<file path="src/rtl/exc_pkg.sv">
package exc_pkg;

   // exception handling classes
   typedef enum logic [2:0] {
      CL_RESET = 3'd0,   // vectors, keeps the saved PC
      CL_FAULT = 3'd1,   // saved PC is the faulting instruction
      CL_NEXT  = 3'd2,   // saved PC is the following instruction
      CL_TRAP  = 3'd3,   // halts, no vector
      CL_BAD   = 3'd4    // unknown number
   } exc_class_e;

   localparam int unsigned EXN_RESET   = 1;
   localparam int unsigned EXN_BUSERR  = 2;
   localparam int unsigned EXN_ALIGN   = 6;
   localparam int unsigned EXN_ILLEGAL = 7;
   localparam int unsigned EXN_RANGE   = 11;
   localparam int unsigned EXN_SYSCALL = 12;
   localparam int unsigned EXN_FPE     = 13;
   localparam int unsigned EXN_TRAP    = 14;

endpackage

</file>
<file path="src/rtl/exc_classify.sv">
module exc_classify
   import exc_pkg::*;
#(
   parameter int unsigned EXC_W = 4
) (
   input  logic [EXC_W-1:0] num,
   output exc_class_e       cls,
   output logic             is_ill
);

   initial begin
      assert (EXC_W >= 4) else $error("exc_classify: EXC_W must hold code 0xE");
   end

   always_comb begin
      is_ill = 1'b0;
      case (32'(num))
         EXN_RESET:                  cls = CL_RESET;
         EXN_BUSERR, EXN_ALIGN,
         EXN_RANGE:                  cls = CL_FAULT;
         EXN_ILLEGAL: begin
            cls    = CL_FAULT;
            is_ill = 1'b1;
         end
         EXN_SYSCALL, EXN_FPE:       cls = CL_NEXT;
         EXN_TRAP:                   cls = CL_TRAP;
         default:                    cls = CL_BAD;
      endcase
   end

endmodule

</file>
<file path="src/rtl/exc_epc_calc.sv">
module exc_epc_calc
   import exc_pkg::*;
#(
   parameter int unsigned XLEN       = 32,
   parameter int unsigned INSN_BYTES = 4
) (
   input  exc_class_e      cls,
   input  logic [XLEN-1:0] pc,
   input  logic            dslot,
   output logic [XLEN-1:0] epc_val
);

   localparam logic [XLEN-1:0] STEP = XLEN'(INSN_BYTES);

   initial begin
      assert (INSN_BYTES > 0) else $error("exc_epc_calc: INSN_BYTES must be nonzero");
   end

   logic [XLEN-1:0] base_pc;

   always_comb begin
      base_pc = (cls == CL_NEXT) ? pc + STEP : pc;
      epc_val = dslot ? base_pc - STEP : base_pc;
   end

endmodule

</file>
<file path="src/rtl/exc_vector_gen.sv">
module exc_vector_gen #(
   parameter int unsigned     XLEN      = 32,
   parameter int unsigned     EXC_W     = 4,
   parameter int unsigned     VEC_SHIFT = 8,
   parameter bit              HI_VEC_EN = 1'b1,
   parameter logic [XLEN-1:0] HI_BASE   = 32'hF000_0000
) (
   input  logic [EXC_W-1:0] num,
   input  logic             hi_sel,
   output logic [XLEN-1:0]  vec
);

   initial begin
      assert (EXC_W + VEC_SHIFT <= XLEN)
         else $error("exc_vector_gen: vector offset exceeds XLEN");
   end

   logic [XLEN-1:0] offs;
   assign offs = XLEN'(num) << VEC_SHIFT;

   generate
      if (HI_VEC_EN) begin : g_hi
         assign vec = offs + (hi_sel ? HI_BASE : '0);
      end else begin : g_lo
         logic unused_sel;
         assign unused_sel = hi_sel;
         assign vec        = offs;
      end
   endgenerate

endmodule

</file>
<file path="src/rtl/exc_entry_ctrl.sv">
module exc_entry_ctrl
   import exc_pkg::*;
#(
   parameter int unsigned     XLEN       = 32,
   parameter int unsigned     EXC_W      = 4,
   parameter int unsigned     SR_W       = 32,
   parameter int unsigned     VEC_SHIFT  = 8,
   parameter int unsigned     INSN_BYTES = 4,
   parameter int unsigned     DSX_BIT    = 13,
   parameter int unsigned     HV_BIT     = 14,
   parameter int unsigned     FO_BIT     = 15,
   parameter bit              HI_VEC_EN  = 1'b1,
   parameter logic [XLEN-1:0] HI_BASE    = 32'hF000_0000
) (
   input  logic             clk,
   input  logic             rst_n,
   input  logic             exc_req,
   input  logic [EXC_W-1:0] exc_num,
   input  logic [XLEN-1:0]  exc_pc,
   input  logic             in_dslot,
   input  logic [SR_W-1:0]  sr_in,
   input  logic             rfe_req,
   output logic [XLEN-1:0]  epc_q,
   output logic [SR_W-1:0]  esr_q,
   output logic [XLEN-1:0]  eear_q,
   output logic [SR_W-1:0]  sr_out,
   output logic             sr_wr,
   output logic             dslot_clr,
   output logic             redirect,
   output logic [XLEN-1:0]  redirect_pc,
   output logic             halt,
   output logic [XLEN-1:0]  halt_pc,
   output logic             bad_exc
);

   initial begin
      assert (DSX_BIT < SR_W && HV_BIT < SR_W && FO_BIT < SR_W)
         else $error("exc_entry_ctrl: status bit index out of range");
   end

   exc_class_e      cls;
   logic            is_ill;
   logic [XLEN-1:0] epc_val;
   logic [XLEN-1:0] vec;
   logic [SR_W-1:0] entry_sr;
   logic [SR_W-1:0] rfe_sr;

   exc_classify #(.EXC_W(EXC_W)) u_cls (
      .num    (exc_num),
      .cls    (cls),
      .is_ill (is_ill)
   );

   exc_epc_calc #(.XLEN(XLEN), .INSN_BYTES(INSN_BYTES)) u_epc (
      .cls     (cls),
      .pc      (exc_pc),
      .dslot   (in_dslot),
      .epc_val (epc_val)
   );

   exc_vector_gen #(
      .XLEN(XLEN), .EXC_W(EXC_W), .VEC_SHIFT(VEC_SHIFT),
      .HI_VEC_EN(HI_VEC_EN), .HI_BASE(HI_BASE)
   ) u_vec (
      .num    (exc_num),
      .hi_sel (sr_in[HV_BIT]),
      .vec    (vec)
   );

   always_comb begin
      entry_sr          = sr_in;
      entry_sr[DSX_BIT] = in_dslot;
      rfe_sr            = esr_q;
      rfe_sr[FO_BIT]    = 1'b1;
   end

   always_ff @(posedge clk) begin
      if (!rst_n) begin
         epc_q       <= '0;
         esr_q       <= '0;
         eear_q      <= '0;
         sr_out      <= '0;
         sr_wr       <= 1'b0;
         dslot_clr   <= 1'b0;
         redirect    <= 1'b0;
         redirect_pc <= '0;
         halt        <= 1'b0;
         halt_pc     <= '0;
         bad_exc     <= 1'b0;
      end else begin
         sr_wr     <= 1'b0;
         dslot_clr <= 1'b0;
         redirect  <= 1'b0;
         halt      <= 1'b0;
         bad_exc   <= 1'b0;
         if (exc_req) begin
            case (cls)
               CL_TRAP: begin
                  halt    <= 1'b1;
                  halt_pc <= exc_pc;
               end
               CL_BAD: bad_exc <= 1'b1;
               default: begin
                  redirect    <= 1'b1;
                  redirect_pc <= vec;
                  esr_q       <= sr_in;
                  sr_out      <= entry_sr;
                  sr_wr       <= 1'b1;
                  dslot_clr   <= 1'b1;
                  if (cls != CL_RESET) epc_q <= epc_val;
                  if (is_ill) eear_q <= exc_pc;
               end
            endcase
         end else if (rfe_req) begin
            redirect    <= 1'b1;
            redirect_pc <= epc_q;
            sr_out      <= rfe_sr;
            sr_wr       <= 1'b1;
         end
      end
   end


   strobe_excl_chk: assert property (@(posedge clk) disable iff (!rst_n)
      $onehot0({redirect, halt, bad_exc}));


   reset_epc_hold_chk: assert property (@(posedge clk) disable iff (!rst_n)
      (exc_req && 32'(exc_num) == EXN_RESET) |=> $stable(epc_q));


   esr_copy_chk: assert property (@(posedge clk) disable iff (!rst_n)
      (exc_req && cls != CL_TRAP && cls != CL_BAD)
         |=> (esr_q == $past(sr_in)) && (sr_out[DSX_BIT] == $past(in_dslot)) && dslot_clr);


   trap_no_vector_chk: assert property (@(posedge clk) disable iff (!rst_n)
      (exc_req && 32'(exc_num) == EXN_TRAP) |=> halt && !sr_wr && $stable(esr_q));


   rfe_target_chk: assert property (@(posedge clk) disable iff (!rst_n)
      (rfe_req && !exc_req)
         |=> redirect && (redirect_pc == $past(epc_q)) && sr_out[FO_BIT]);


   bad_quiet_chk: assert property (@(posedge clk) disable iff (!rst_n)
      bad_exc |-> !sr_wr && !dslot_clr);

endmodule

</file>
<file path="config.mk">
export PLATFORM = sky130hd
export DESIGN_NAME = exc_entry_ctrl
export DESIGN_NICKNAME = d
export VERILOG_FILES = /design/src/rtl/exc_pkg.sv /design/src/rtl/exc_classify.sv /design/src/rtl/exc_epc_calc.sv /design/src/rtl/exc_vector_gen.sv /design/src/rtl/exc_entry_ctrl.sv
export SDC_FILE = /design/constraint.sdc
export NUM_CORES = 1
export LEC_CHECK = 0
export BUFFER_PORTS_ARGS = -buffer_cell sky130_fd_sc_hd__buf_2
export CORE_ASPECT_RATIO = 1.75
export CORE_MARGIN = 5
export CORE_UTILIZATION = 30
export CTS_CLUSTER_DIAMETER = 40
export DETAILED_ROUTE_END_ITERATION = 7
export PLACE_DENSITY = 0.48
export SLEW_MARGIN = 20
export SYNTH_ARGS = -nofsm -noshare
export SYNTH_HDL_FRONTEND = slang
export SYNTH_SLANG_ARGS = --single-unit
</file>
<file path="constraint.sdc">
create_clock -name clk -period 4.2 [get_ports clk]
set_input_delay 0.84 -clock clk [delete_from_list [all_inputs] [get_ports clk]]
set_output_delay 0.84 -clock clk [all_outputs]
set_load 0.02 [all_outputs]
</file>
==> impl_summary.txt, run 1 <==
----------------------------------------------------
[STA]
  Final number of setup-violating endpoints ... 0
  Setup Skew ... around 7.6 ps
  Actual transition at the worst max-transition pin ... 748 ps
  Remaining max-slew budget at the tightest pin ... 0.501
  Unrepaired setup endpoints after global routing ... false
  Clock period minus worst slack ... about 3400 ps
  Sum Neg Setup Slack ... 0 ps
  Post-route fraction of the period consumed by the critical path ... 0.802
  Number of hold-slack violations in the final timing report ... 0
  Final Max Slew Viols ... 0
  Post-route setup slack ... 833 ps
  Timing-limited maximum frequency ... between 200 and 300 MHz

[Yosys]
  Area of the mapped netlist ... roughly 9100 sq um
  Portion of the post-synthesis area used by sequential elements ... 0.433
  Number of enable flip-flop cells after synthesis ... 0
  Number of instances in the synthesized netlist ... 1148
  Main synth FF type ... dfxtp_1
  Count of warnings emitted by yosys ... 0
  Fraction of synthesized area in multiplexers ... 0.0455
  Number of distinct library cells after synthesis ... 73
  Combinational family with the most area after synthesis ... simple AND/OR/NAND/NOR gates
  Top cells by area in the synthesized netlist ... dfxtp_1, nand2_1, a21oi_1
  Share of synthesized cell area in and, or, nand and nor gates ... 0.256
  Asr flop ratio synth ... 0
  Synth top area share ... 0.433
  Post-Synthesis Net Count ... approximately 1200
  Xor/xnor cell area share of the yosys netlist ... 0.0425
  Post-Synth Adder-Cell Area ... 0.00276
  Leading area contributor after synthesis ... dfxtp_1
  Area fraction in compound gates after synthesis ... 0.170
  Post-synthesis area per instance ... about 8 sq um
  Synthesized flop and latch total ... around 200

[Clock network]
  Total clock buffers created by CTS ... 17
  Cell at the root of the clock tree ... clkbuf_16
  CTS clock-pin slew for the worst setup and hold paths ... roughly 80 ps
  Setup fix buffers added after clock tree synthesis ... 0
  Htree depth ... 4
  Source-to-sink clock delay at the later pin of the worst-skew pair ... 460 ps
  Clock Tree Buf Depth ... 2
  CTS Hold Bufs ... 0
  Clock tree from TritonCTS ... yes
  Sink count of the clock tree ... just under 200
  Cts repair resizes ... 0

[Routing]
  Average wire per cell in the routed design ... 18.1 microns
  Overall via count from detail_route ... slightly below 9000
  Residual DRC ... 0
  First-pass DRT Iterations ... 5
  Number of nets with antenna violations after routing ... 0
  Routed Wire Length ... between 30 and 40 mm
  Vias per Instance ... between 4 and 5
  DRT iter0 DRCs ... between 400 and 500

[Die]
  Initial Utilization ... 0.303
  Top-level port count ... 270
  Area of the placeable core ... between 20000 and 30000 sq um
  Vertical die dimension ... 240 microns
  Overall die area ... about 34000 sq um
  Overall die width ... between 100 and 150 microns
  Row Count ... 84

[Cells and area]
  Relative area change from synthesis to final layout ... 24.3%
  Final-layout fill cell count ... 3207
  Final std cell area, no fill ... between 10000 and 15000 sq um
  Proportion of layout cells with a drive suffix above 1 ... 0.259
  Net total in the final layout ... 1434
  # diodes ... 0
  Post-route core utilization ... 0.376

[Pwr]
  Static leakage ... between 4 and 5 nW
  Total power consumption of the routed design ... roughly 4.3 mW
  Total power divided by cell area ... about 380 nW/um^2
  Worst IR Drop VDD ... approximately 0.31 mV

[Critical path]
  Crit. End Element ... flip-flop
  Required time worst endpoint ... roughly 4500 ps
  Critical-path maximum fanout ... 8
  Crit path kind ... input port to flip-flop
  R2R setup slack ... around 3400 ps
  Arrival time of data at the critical path endpoint ... around 3700 ps
  Critical path launch point type ... input port

[Global route]
  Initial antenna violation count ... 0
  Via count of the first global-routing pass ... ~8200
  Overall global routing resource usage ... 0.183
  Pin count of the biggest net entering global routing ... 67
  Global-route wire length before repair ... slightly below 50 mm
  Global route overflow ... 0

[Place]
  Area of placed instances ... around 11000 sq um
  HPWL reported at the end of detailed placement ... ~24 mm
  Worst slack at placement ... between 300 and 400 ps
  Routability-driven placement congestion ratio ... between 0.8 and 0.9
  Number of port buffers ... around 270

[Outcome]
  Run status ... finished clean

[Flow run]
  Number of max-cap violations ... 0

[Hold path]
  Kind of path behind the tightest hold check ... flip-flop to flip-flop

----------------------------------------------------
==> flip-flops by register name, indices dropped and copies added (netlist names), 32 cells and up <==
| name | cells |
|---|---|
| epc_q | 32 |
| eear_q | 32 |
| esr_q | 32 |
| redirect_pc | 32 |
| halt_pc | 32 |
| sr_out | 32 |
==> cell families after synthesis <==
family          Yosys count
compound gates          250
fa+ha+maj                 2
mux                      41
flops                   196
xor+xnor                 44
simple gates            506
buf+inv                 109
==> where the power goes <==
part	internal [mW]	total (mW)	switching, mW
Sequential	1.94	1.99	0.0516
Clock	0.845	1.65	0.802
Combinational	0.203	0.628	0.425
==> metrics by stage <==
stage / hold WS, ps / instances
after global routing: 474 / 1759
after global placement: 439 / 1727
after CTS: 456 / 1759
after floorplan: 534 / 1148
final: 453 / 1759
after detailed placement: 445 / 1727
==> worst max-delay path: stages <==
cell and delay [ps]:
buf_2 160, ha_1 250, and4b_1 280, a2111oi_2 400
nor3_1 190, a211oi_2 500, nand4_1 330, or4_1 570
nand3_1 100, a21oi_1 60
==> synthesized netlist by cell type, types with 2 or more instances <==
master	number
nand2_1	283
dfxtp_1	196
a21oi_1	151
clkbuf_1	74
nand3_1	68
nor2_1	62
a211oi_1	40
mux2i_1	39
xnor2_1	29
nor3_1	21
o21ai_0	15
xor2_1	15
buf_2	14
nand4_1	11
and2_1	9
nor4_1	8
or3_1	8
buf_1	7
a31oi_1	6
and3_1	6
buf_4	6
inv_1	5
a311oi_1	4
a211o_1	3
and4_1	3
o211ai_1	3
o22ai_1	3
a2111oi_0	2
a211oi_2	2
a32oi_1	2
and3b_1	2
ha_1	2
mux2_2	2
nand2b_1	2
nand3b_1	2
nand4_4	2
nand4b_4	2
nor2b_1	2
o311a_1	2
or4_1	2
==> final cells by class <==
cell class | count | area, sq um | area share
multi-input combinational | 843 | 4710 | 0.418
inverter | 6 | 27.5 | 0.00244
sequential | 196 | 3920 | 0.348
timing repair buffer | 295 | 1550 | 0.138
clock inverter | 13 | 126 | 0.0112
clock buffer | 19 | 443 | 0.0393
tap | 387 | 484 | 0.0430
==> layer usage <==
metal | GRT usage | up-vias | routed length [microns]
li1 | - | 4370 | -
met1 | 0.210 | 4094 | 12600
met2 | 0.335 | 249 | 17000
met3 | 0.0366 | 42 | 1500
met4 | 0.0661 | 0 | 826
met5 | 0 | - | 0
==> path summary, 6_finish.rpt <==
kind                                start                      endpoint  depth (start not counted)
setup / recovery                exc_pc[2]        epc_q[26]$_SDFFE_PN0P_                         10
hold / removal    eear_q[28]$_SDFFE_PN0P_       eear_q[28]$_SDFFE_PN0P_                          2
setup reg to reg   epc_q[11]$_SDFFE_PN0P_  redirect_pc[11]$_SDFFE_PN0P_                          2
hold reg to reg   eear_q[28]$_SDFFE_PN0P_       eear_q[28]$_SDFFE_PN0P_                          2
==> cell usage in the layout (no fill, tap or decap), drive strengths merged, types with 7 or more instances in the layout <==
master / instances
xnor2: 29
nor3: 22
inv: 9
nand2: 283
clkinv: 7
or3: 9
dfxtp: 196
nor4: 9
mux2i: 39
xor2: 15
nand4: 13
o21ai: 16
nor2: 63
a211oi: 43
and2: 9
a21oi: 151
buf: 295
clkbuf: 19
nand3: 69
(Power assumes the default switching activity.)
==> run 2: changes to the inputs <==
--- a/config.mk
+++ b/config.mk
@@ -5,6 +5,7 @@
 export SDC_FILE = /design/constraint.sdc
 export NUM_CORES = 1
 export LEC_CHECK = 0
+export ABC_AREA = 1
 export BUFFER_PORTS_ARGS = -buffer_cell sky130_fd_sc_hd__buf_2
 export CORE_ASPECT_RATIO = 1.75
 export CORE_MARGIN = 5
==> constraint.sdc (replaced) <==
create_clock -name clk -period 3.4 [get_ports clk]
set_input_delay 0.68 -clock clk [delete_from_list [all_inputs] [get_ports clk]]
set_output_delay 0.68 -clock clk [all_outputs]
set_load 0.02 [all_outputs]
==> run 2 against run 1 <==
Setup slack worse by 44 ps. Sequential share of layout area down 0.51 points. Synthesized area up 0.79%. Non-clock buffer count down 12. Clock power up 32%. Clock-buffer cell count unchanged. Utilization up 0.42 points. Synthesized cell count up 14%. Sequential power up 25%. Critical endpoint is now epc_q[31]$_SDFFE_PN0P_.
==> impl_summary.txt, run 2 <==
----------------------------------------------------
[Clock network]
  Cts repair resizes ... 0 (unchanged)
  CTS clock-pin slew for the worst setup and hold paths ... 70 ps (about the same)
  Clock tree from TritonCTS ... yes
  Setup fix buffers added after clock tree synthesis ... 0 (unchanged)
  Total clock buffers created by CTS ... 17 (unchanged)
  Htree depth ... 4 (unchanged)
  Source-to-sink clock delay at the later pin of the worst-skew pair ... 450 ps (about the same)
  Sink count of the clock tree ... 196 (unchanged)
  Cell at the root of the clock tree ... clkbuf_16
  CTS Hold Bufs ... 0 (unchanged)
  Clock Tree Buf Depth ... 2 (unchanged)

[STA]
  Remaining max-slew budget at the tightest pin ... 0.522 (+0.0206)
  Actual transition at the worst max-transition pin ... 717 ps (-30.8 ps)
  Timing-limited maximum frequency ... 383 MHz
  Final Max Slew Viols ... 0 (unchanged)
  Post-route fraction of the period consumed by the critical path ... 0.768
  Unrepaired setup endpoints after global routing ... false
  Setup Skew ... 5.58 ps (-2.05 ps)
  Final number of setup-violating endpoints ... 0 (unchanged)
  Sum Neg Setup Slack ... 0 ps (unchanged)
  Post-route setup slack ... 789 ps (-44.3 ps)
  Clock period minus worst slack ... 2610 ps
  Number of hold-slack violations in the final timing report ... 0 (unchanged)

[Cells and area]
  Net total in the final layout ... 1612 (+12%)
  Final std cell area, no fill ... 11400 sq um (+1.5%)
  Relative area change from synthesis to final layout ... 25.2%
  Leading cell types in the layout, fill and taps excluded ... buf_2, nand2_1, dfxtp_1
  Commonest non-fill, non-tap cell in the layout ... buf_2
  Post-route core utilization ... 0.380 (+0.00422)
  Proportion of layout cells with a drive suffix above 1 ... 0.241 (-0.0187)
  # diodes ... 0 (unchanged)
  Final standard cell count with taps included and fillers excluded ... 1936 (+10%)

[Critical path]
  Worst setup path startpoint ... exc_pc[3]
  R2R setup slack ... 2470 ps (-920 ps)
  Arrival time of data at the critical path endpoint ... 2940 ps (-750 ps)
  Crit. End Element ... flip-flop
  Critical-path maximum fanout ... 12 (+4)
  Launching point of the worst reg2reg path ... epc_q[10]$_SDFFE_PN0P_
  Critical path launch point type ... input port
  Worst-case reg-to-reg path depth ... 4 (+2)
  Crit path kind ... input port to flip-flop
  Required time worst endpoint ... 3730 ps (-800 ps)
  Worst flop-to-flop path endpoint ... redirect_pc[10]$_SDFFE_PN0P_

[Die]
  Overall die width ... 142 microns (+0.36%)
  Initial Utilization ... 0.304 (+0.00131)
  Area of the placeable core ... 30100 sq um (+0.35%)
  Vertical die dimension ... 241 microns (+0.38%)
  Overall die area ... 34200 sq um (+0.74%)
  Row Count ... 84 (unchanged)
  Top-level port count ... 270 (unchanged)

[Yosys]
  Post-synthesis area per instance ... 6.98 sq um (-12%)
  Leading area contributor after synthesis ... dfxtp_1
  Asr flop ratio synth ... 0 (unchanged)
  Cell types with the highest counts after synthesis ... nand2_1, dfxtp_1, a21oi_1
  Main synth FF type ... dfxtp_1
  Portion of the post-synthesis area used by sequential elements ... 0.429 (-0.00338)
  Number of instances in the synthesized netlist ... 1310 (+14%)
  Synthesized flop and latch total ... 196 (unchanged)
  Top cells by area in the synthesized netlist ... dfxtp_1, nand2_1, a21oi_1
  Count of warnings emitted by yosys ... 0 (unchanged)
  Number of distinct library cells after synthesis ... 42 (-42%)
  Number of enable flip-flop cells after synthesis ... 0 (unchanged)
  Top-count cell post-synth ... nand2_1
  Synth top area share ... 0.429 (-0.00338)
  Area of the mapped netlist ... 9140 sq um (+0.79%)
  Post-Synthesis Net Count ... 1385 (+13%)

[Routing]
  Residual DRC ... 0 (unchanged)
  Vias per Instance ... 4.75 (-4.5%)
  Overall via count from detail_route ... 9200 (+5.1%)
  Routed Wire Length ... 32.2 mm (+0.94%)
  First-pass DRT Iterations ... 4 (-1)
  DRT iter0 DRCs ... 381 (-14%)
  Number of nets with antenna violations after routing ... 0 (unchanged)
  Average wire per cell in the routed design ... 16.6 microns (-8.3%)

[Place]
  Instance count after placement with tap cells included ... 1905 (+10%)
  Worst slack at placement ... 314 ps (-20.5 ps)
  HPWL reported at the end of detailed placement ... 24.6 mm (+3.6%)
  Area of placed instances ... 10800 sq um (+1.1%)
  Number of port buffers ... 269 (unchanged)
  Routability-driven placement congestion ratio ... 0.906 (+1.4%)

[Global route]
  Pin count of the biggest net entering global routing ... 65 (-3.0%)
  Initial antenna violation count ... 0 (unchanged)
  Met2 Usage GRT ... 0.367 (+0.0328)
  Global-route layer with the greatest usage ... met2
  Overall global routing resource usage ... 0.186 (+0.00276)
  Via count of the first global-routing pass ... 8796 (+7.4%)
  Global-route met3 utilization ... 0.0321 (-0.00450)
  Global-route wire length before repair ... 49.2 mm (+1.3%)
  Global route overflow ... 0 (unchanged)
  Met1 Track Usage GR ... 0.187 (-0.0226)

[Hold path]
  Startpoint of the most critical hold path ... eear_q[24]$_SDFFE_PN0P_
  Kind of path behind the tightest hold check ... flip-flop to flip-flop
  Sink of the worst hold path ... eear_q[24]$_SDFFE_PN0P_
  Hold path cells ... 2 (unchanged)

[Pwr]
  Total power divided by cell area ... 483 nW/um^2 (+28%)
  Net switching share of the total power ... 0.289 (-0.0106)
  Worst IR Drop VDD ... 0.369 mV (+20%)
  Sw power ... 1.60 mW (+25%)
  Static leakage ... 5.22 nW (+12%)
  Clock network fraction of design power ... 0.392 (+0.006)
  Share of power burned in combinational logic ... 0.158 (+0.011)
  Share of total power in sequential cells ... 0.451 (-0.016)
  Internal Pwr Total ... 3.93 mW (+32%)

[Flow run]
  Number of max-cap violations ... 0 (unchanged)

[Outcome]
  Run status ... finished clean

----------------------------------------------------
## run 2: cell count changes after synthesis, sizes merged, moves of 21 or more
| cell | previous run | this run |
|---|---|---|
| a21oi | 151 | 181 |
| o21ai | 16 | 108 |
| nand3 | 69 | 91 |
| xnor2 | 29 | 5 |
| nor2 | 63 | 154 |
| inv | 5 | 155 |
| buf | 28 | 7 |
| mux2i | 39 | 0 |
## run 2: how the worst max path moves through the flow
stage	to	cells after the start
4_1_cts	epc_q[28]$_SDFFE_PN0P_	17
2_1_floorplan	epc_q[28]$_SDFFE_PN0P_	16
5_1_grt	epc_q[30]$_SDFFE_PN0P_	17
3_3_place_gp	epc_q[27]$_SDFFE_PN0P_	15
3_5_place_dp	epc_q[28]$_SDFFE_PN0P_	17
6_report	epc_q[31]$_SDFFE_PN0P_	15
## run 2: metal layers
metal,up-vias,part of all wire,wire length (microns)
met4,0,0.031,995
met1,4205,0.36,11600
met3,43,0.041,1340
met5,-,0,0
met2,235,0.57,18200
li1,4717,-,-
## run 2: power groups by stage
stage               Combinational, mW  Clock [mW]  Sequential (mW)
CTS                             0.889        2.24             2.49
finish                          0.871        2.17             2.49
global route                    0.962        2.33             2.51
floorplan                       0.389           0             2.68
global placement                0.883           0             2.55
detailed placement              0.887           0             2.55
## run 2: worst max-delay path, stage by stage
cell,delay [ps]
buf_2,150
ha_1,240
nand2_1,90
nor2_1,180
nand2_1,180
nor2_2,420
nand3_2,150
nand2_2,120
nand2_1,80
nor2_2,180
nand3_4,130
nor2_1,110
nand2_1,50
nand2_1,90
a21oi_2,50
## run 2: cells by family after synthesis
family,after synthesis,share of synthesized area
AOI/OAI and AO/OA,332,0.195
xor gates and xnor gates,11,0.0105
adders and majority gates,2,0.00274
buffers and inverters,232,0.0979
DFF,196,0.429
and+or+nand+nor,537,0.264
## run 2: area by class of cell
cell class                 count  area (sq um)
multi-input combinational    882          4340
tap                          387           484
fill                        3290         18600
clock inverter                12           175
timing repair buffer         283          1480
inverter                     157           592
clock buffer                  19           443
sequential                   196          3920
## run 2: through the flow
| step | power, mW | hold slack, ps |
|---|---|---|
| floorplan | 3.07 | 520 |
| global placement | 3.43 | 429 |
| detailed placement | 3.43 | 435 |
| CTS | 5.62 | 447 |
| global route | 5.80 | 456 |
| finish | 5.53 | 445 |
==> run 3: changes to the inputs <==
--- a/config.mk
+++ b/config.mk
@@ -12,7 +12,7 @@
 export CORE_UTILIZATION = 30
 export CTS_CLUSTER_DIAMETER = 40
 export DETAILED_ROUTE_END_ITERATION = 7
-export PLACE_DENSITY = 0.48
+export PLACE_DENSITY = 0.5
 export SLEW_MARGIN = 20
 export SYNTH_ARGS = -nofsm -noshare
 export SYNTH_HDL_FRONTEND = slang
==> constraint.sdc (replaced) <==
create_clock -name clk -period 2.1 [get_ports clk]
set_input_delay 0.42 -clock clk [delete_from_list [all_inputs] [get_ports clk]]
set_output_delay 0.42 -clock clk [all_outputs]
set_load 0.02 [all_outputs]
==> run 3 against run 2 <==
Clock power up 59%. Via count up 7.2%. Die area unchanged. Hold slack worse by 180 ps. Total power up 66%. Routed wire length up 3.7%. Utilization up 5.2 points. Critical path type unchanged. Critical endpoint is now epc_q[28]$_SDFFE_PN0P_. Largest cell class unchanged. Highest routed layer unchanged.
==> impl_summary.txt, run 3 (synthesis gave the netlist of run 2 again) <==
----------------------------------------------------
[Routing]
  Vias per Instance ... 4.68 (-1.6%)
  Residual DRC ... 0 (unchanged)
  Routed Wire Length ... 33.4 mm (+3.7%)
  Average wire per cell in the routed design ... 15.8 microns (-4.8%)
  First-pass DRT Iterations ... 4 (unchanged)
  Overall via count from detail_route ... 9863 (+7.2%)
  DRT iter0 DRCs ... 432 (+13%)
  Number of nets with antenna violations after routing ... 0 (unchanged)

[STA]
  Clock period minus worst slack ... approximately 2000 ps
  Post-route setup slack ... 94.6 ps (-694 ps)
  Setup Skew ... 10.2 ps (+4.59 ps)
  Number of hold-slack violations in the final timing report ... 0 (unchanged)
  Sum Neg Setup Slack ... 0 ps (unchanged)
  Post-route fraction of the period consumed by the critical path ... 0.955
  Final Max Slew Viols ... 0 (unchanged)
  Timing-limited maximum frequency ... around 500 MHz
  Worst hold margin ... 261 ps (-184 ps)
  Final number of setup-violating endpoints ... 0 (unchanged)
  Remaining max-slew budget at the tightest pin ... 0.616 (+0.0937)
  Actual transition at the worst max-transition pin ... 576 ps (-141 ps)

[Place]
  HPWL reported at the end of detailed placement ... 25.7 mm (+4.6%)
  Number of port buffers ... 269 (unchanged)
  Routability-driven placement congestion ratio ... 0.860 (-5.1%)
  Instance count after placement with tap cells included ... 2064 (+8.3%)
  Worst slack at placement ... -439 ps (-753 ps)

[Clock network]
  Htree depth ... 4 (unchanged)
  Clock Tree Buf Depth ... 2 (unchanged)
  Total clock buffers created by CTS ... 17 (unchanged)
  Cell at the root of the clock tree ... clkbuf_16
  CTS clock-pin slew for the worst setup and hold paths ... 70 ps (about the same)
  Sink count of the clock tree ... 196 (unchanged)
  Clock tree from TritonCTS ... yes
  Source-to-sink clock delay at the later pin of the worst-skew pair ... 450 ps (about the same)

[Die]
  Row Count ... 84 (unchanged)
  Area of the placeable core ... 30100 sq um (unchanged)
  Vertical die dimension ... 241 microns (unchanged)
  Top-level port count ... 270 (unchanged)
  Overall die width ... 142 microns (unchanged)
  Initial Utilization ... 0.304 (unchanged)
  Overall die area ... 34200 sq um (unchanged)

[Cells and area]
  Leading cell types in the layout, fill and taps excluded ... buf_2, nand2_1, dfxtp_1
  Final standard cell count with taps included and fillers excluded ... 2109 (+8.9%)
  Net total in the final layout ... 1783 (+11%)
  Proportion of layout cells with a drive suffix above 1 ... 0.336 (+0.0956)
  Commonest non-fill, non-tap cell in the layout ... buf_2
  Final-layout fill cell count ... 3240 (-1.5%)
  Relative area change from synthesis to final layout ... 42.4%

[Hold path]
  Kind of path behind the tightest hold check ... input port to flip-flop

[Global route]
  Global-route wire length before repair ... 50.9 mm (+3.5%)
  Via count of the first global-routing pass ... 9328 (+6.0%)
  Initial antenna violation count ... 1 (+1)
  Pin count of the biggest net entering global routing ... 67 (+3.1%)
  Global route overflow ... 0 (unchanged)
  Overall global routing resource usage ... 0.190 (+0.00456)

[Critical path]
  Required time worst endpoint ... 2450 ps (-1280 ps)
  Critical path launch point type ... input port
  Crit path kind ... input port to flip-flop
  Crit. End Element ... flip-flop
  Arrival time of data at the critical path endpoint ... 2350 ps (-590 ps)
  Critical-path maximum fanout ... 5 (-7)

[Pwr]
  Worst IR Drop VDD ... 0.605 mV (+64%)
  Total power divided by cell area ... 704 nW/um^2 (+46%)
  Total power consumption of the routed design ... 9.16 mW (+66%)
  Static leakage ... 6.12 nW (+17%)

[Outcome]
  Run status ... finished clean

[Flow run]
  Number of max-cap violations ... 0 (unchanged)

----------------------------------------------------
[run 3: cell count changes in the layout (fill, tap and decap cells not counted), sizes merged]
cell,before,now
diode,0,1
inv,159,157
clkbuf,19,24
clkinvlp,0,2
nor2,154,155
buf,283,450
bufinv,4,3
[run 3: worst paths after layout]
| kind | from | to | slack (ps) | cells past startpoint |
|---|---|---|---|---|
| setup / recovery | exc_num[3] | epc_q[28]$_SDFFE_PN0P_ | 90 | 19 |
| hold / removal | sr_in[7] | esr_q[7]$_SDFFE_PN0P_ | 260 | 3 |
| setup reg to reg | epc_q[28]$_SDFFE_PN0P_ | epc_q[28]$_SDFFE_PN0P_ | 1160 | 4 |
| hold reg to reg | eear_q[4]$_SDFFE_PN0P_ | eear_q[4]$_SDFFE_PN0P_ | 440 | 2 |
[run 3: power breakdown]
part           switching (mW)  internal (mW)  total (mW)
registers               0.124           3.91        4.04
logic                    1.05          0.627        1.68
clock network            1.50           1.95        3.45
total                    2.67           6.49        9.16
[run 3: critical path, cell delays in order]
cell,delay (ps)
clkbuf_4,150
nand2_4,110
nor2_8,60
buf_4,130
nand2_1,60
nand2_2,70
inv_2,80
ha_4,140
nand2_4,60
nor3_4,220
nand3_2,130
nor2_4,170
nand2_4,90
nor2_4,150
nand3_2,80
nand2_1,80
nand3_1,70
nand2_1,60
inv_1,30
[run 3: timing repair]
item                                   CTS  global route
setup endpoints to repair                0            17
resized for setup                        0            53
hold buffers                             0             0
setup buffers                            0            11
endpoints found under the hold margin    0             0
[run 3: area by class of cell]
type                    instances  area, sq um  share of cell area
multi-input cells             883         4530               0.348
diodes                          1         2.50            0.000192
well taps                     387          484              0.0372
clock inverters                11          150              0.0115
repair buffers                453         2880               0.221
clock buffers                  21          460              0.0354
inverters                     157          592              0.0455
flip-flops and latches        196         3920               0.302
[run 3: per-stage QoR]
step / utilization / cell area [sq um]
floorplan: - / 9160
global placement: 0.404 / 12100
detailed placement: 0.404 / 12100
CTS: 0.424 / 12700
global route: 0.433 / 13000
finish: 0.433 / 13000
[run 3: metal layers]
metal / vias up / part of all wire / routed length, microns / track usage
li1: 5065 / - / - / -
met3: 35 / 0.041 / 1370 / 0.0262
met4: 0 / 0.021 / 706 / 0.0649
met2: 214 / 0.57 / 19200 / 0.385
met5: - / 0 / 0 / 0
met1: 4549 / 0.36 / 12200 / 0.196
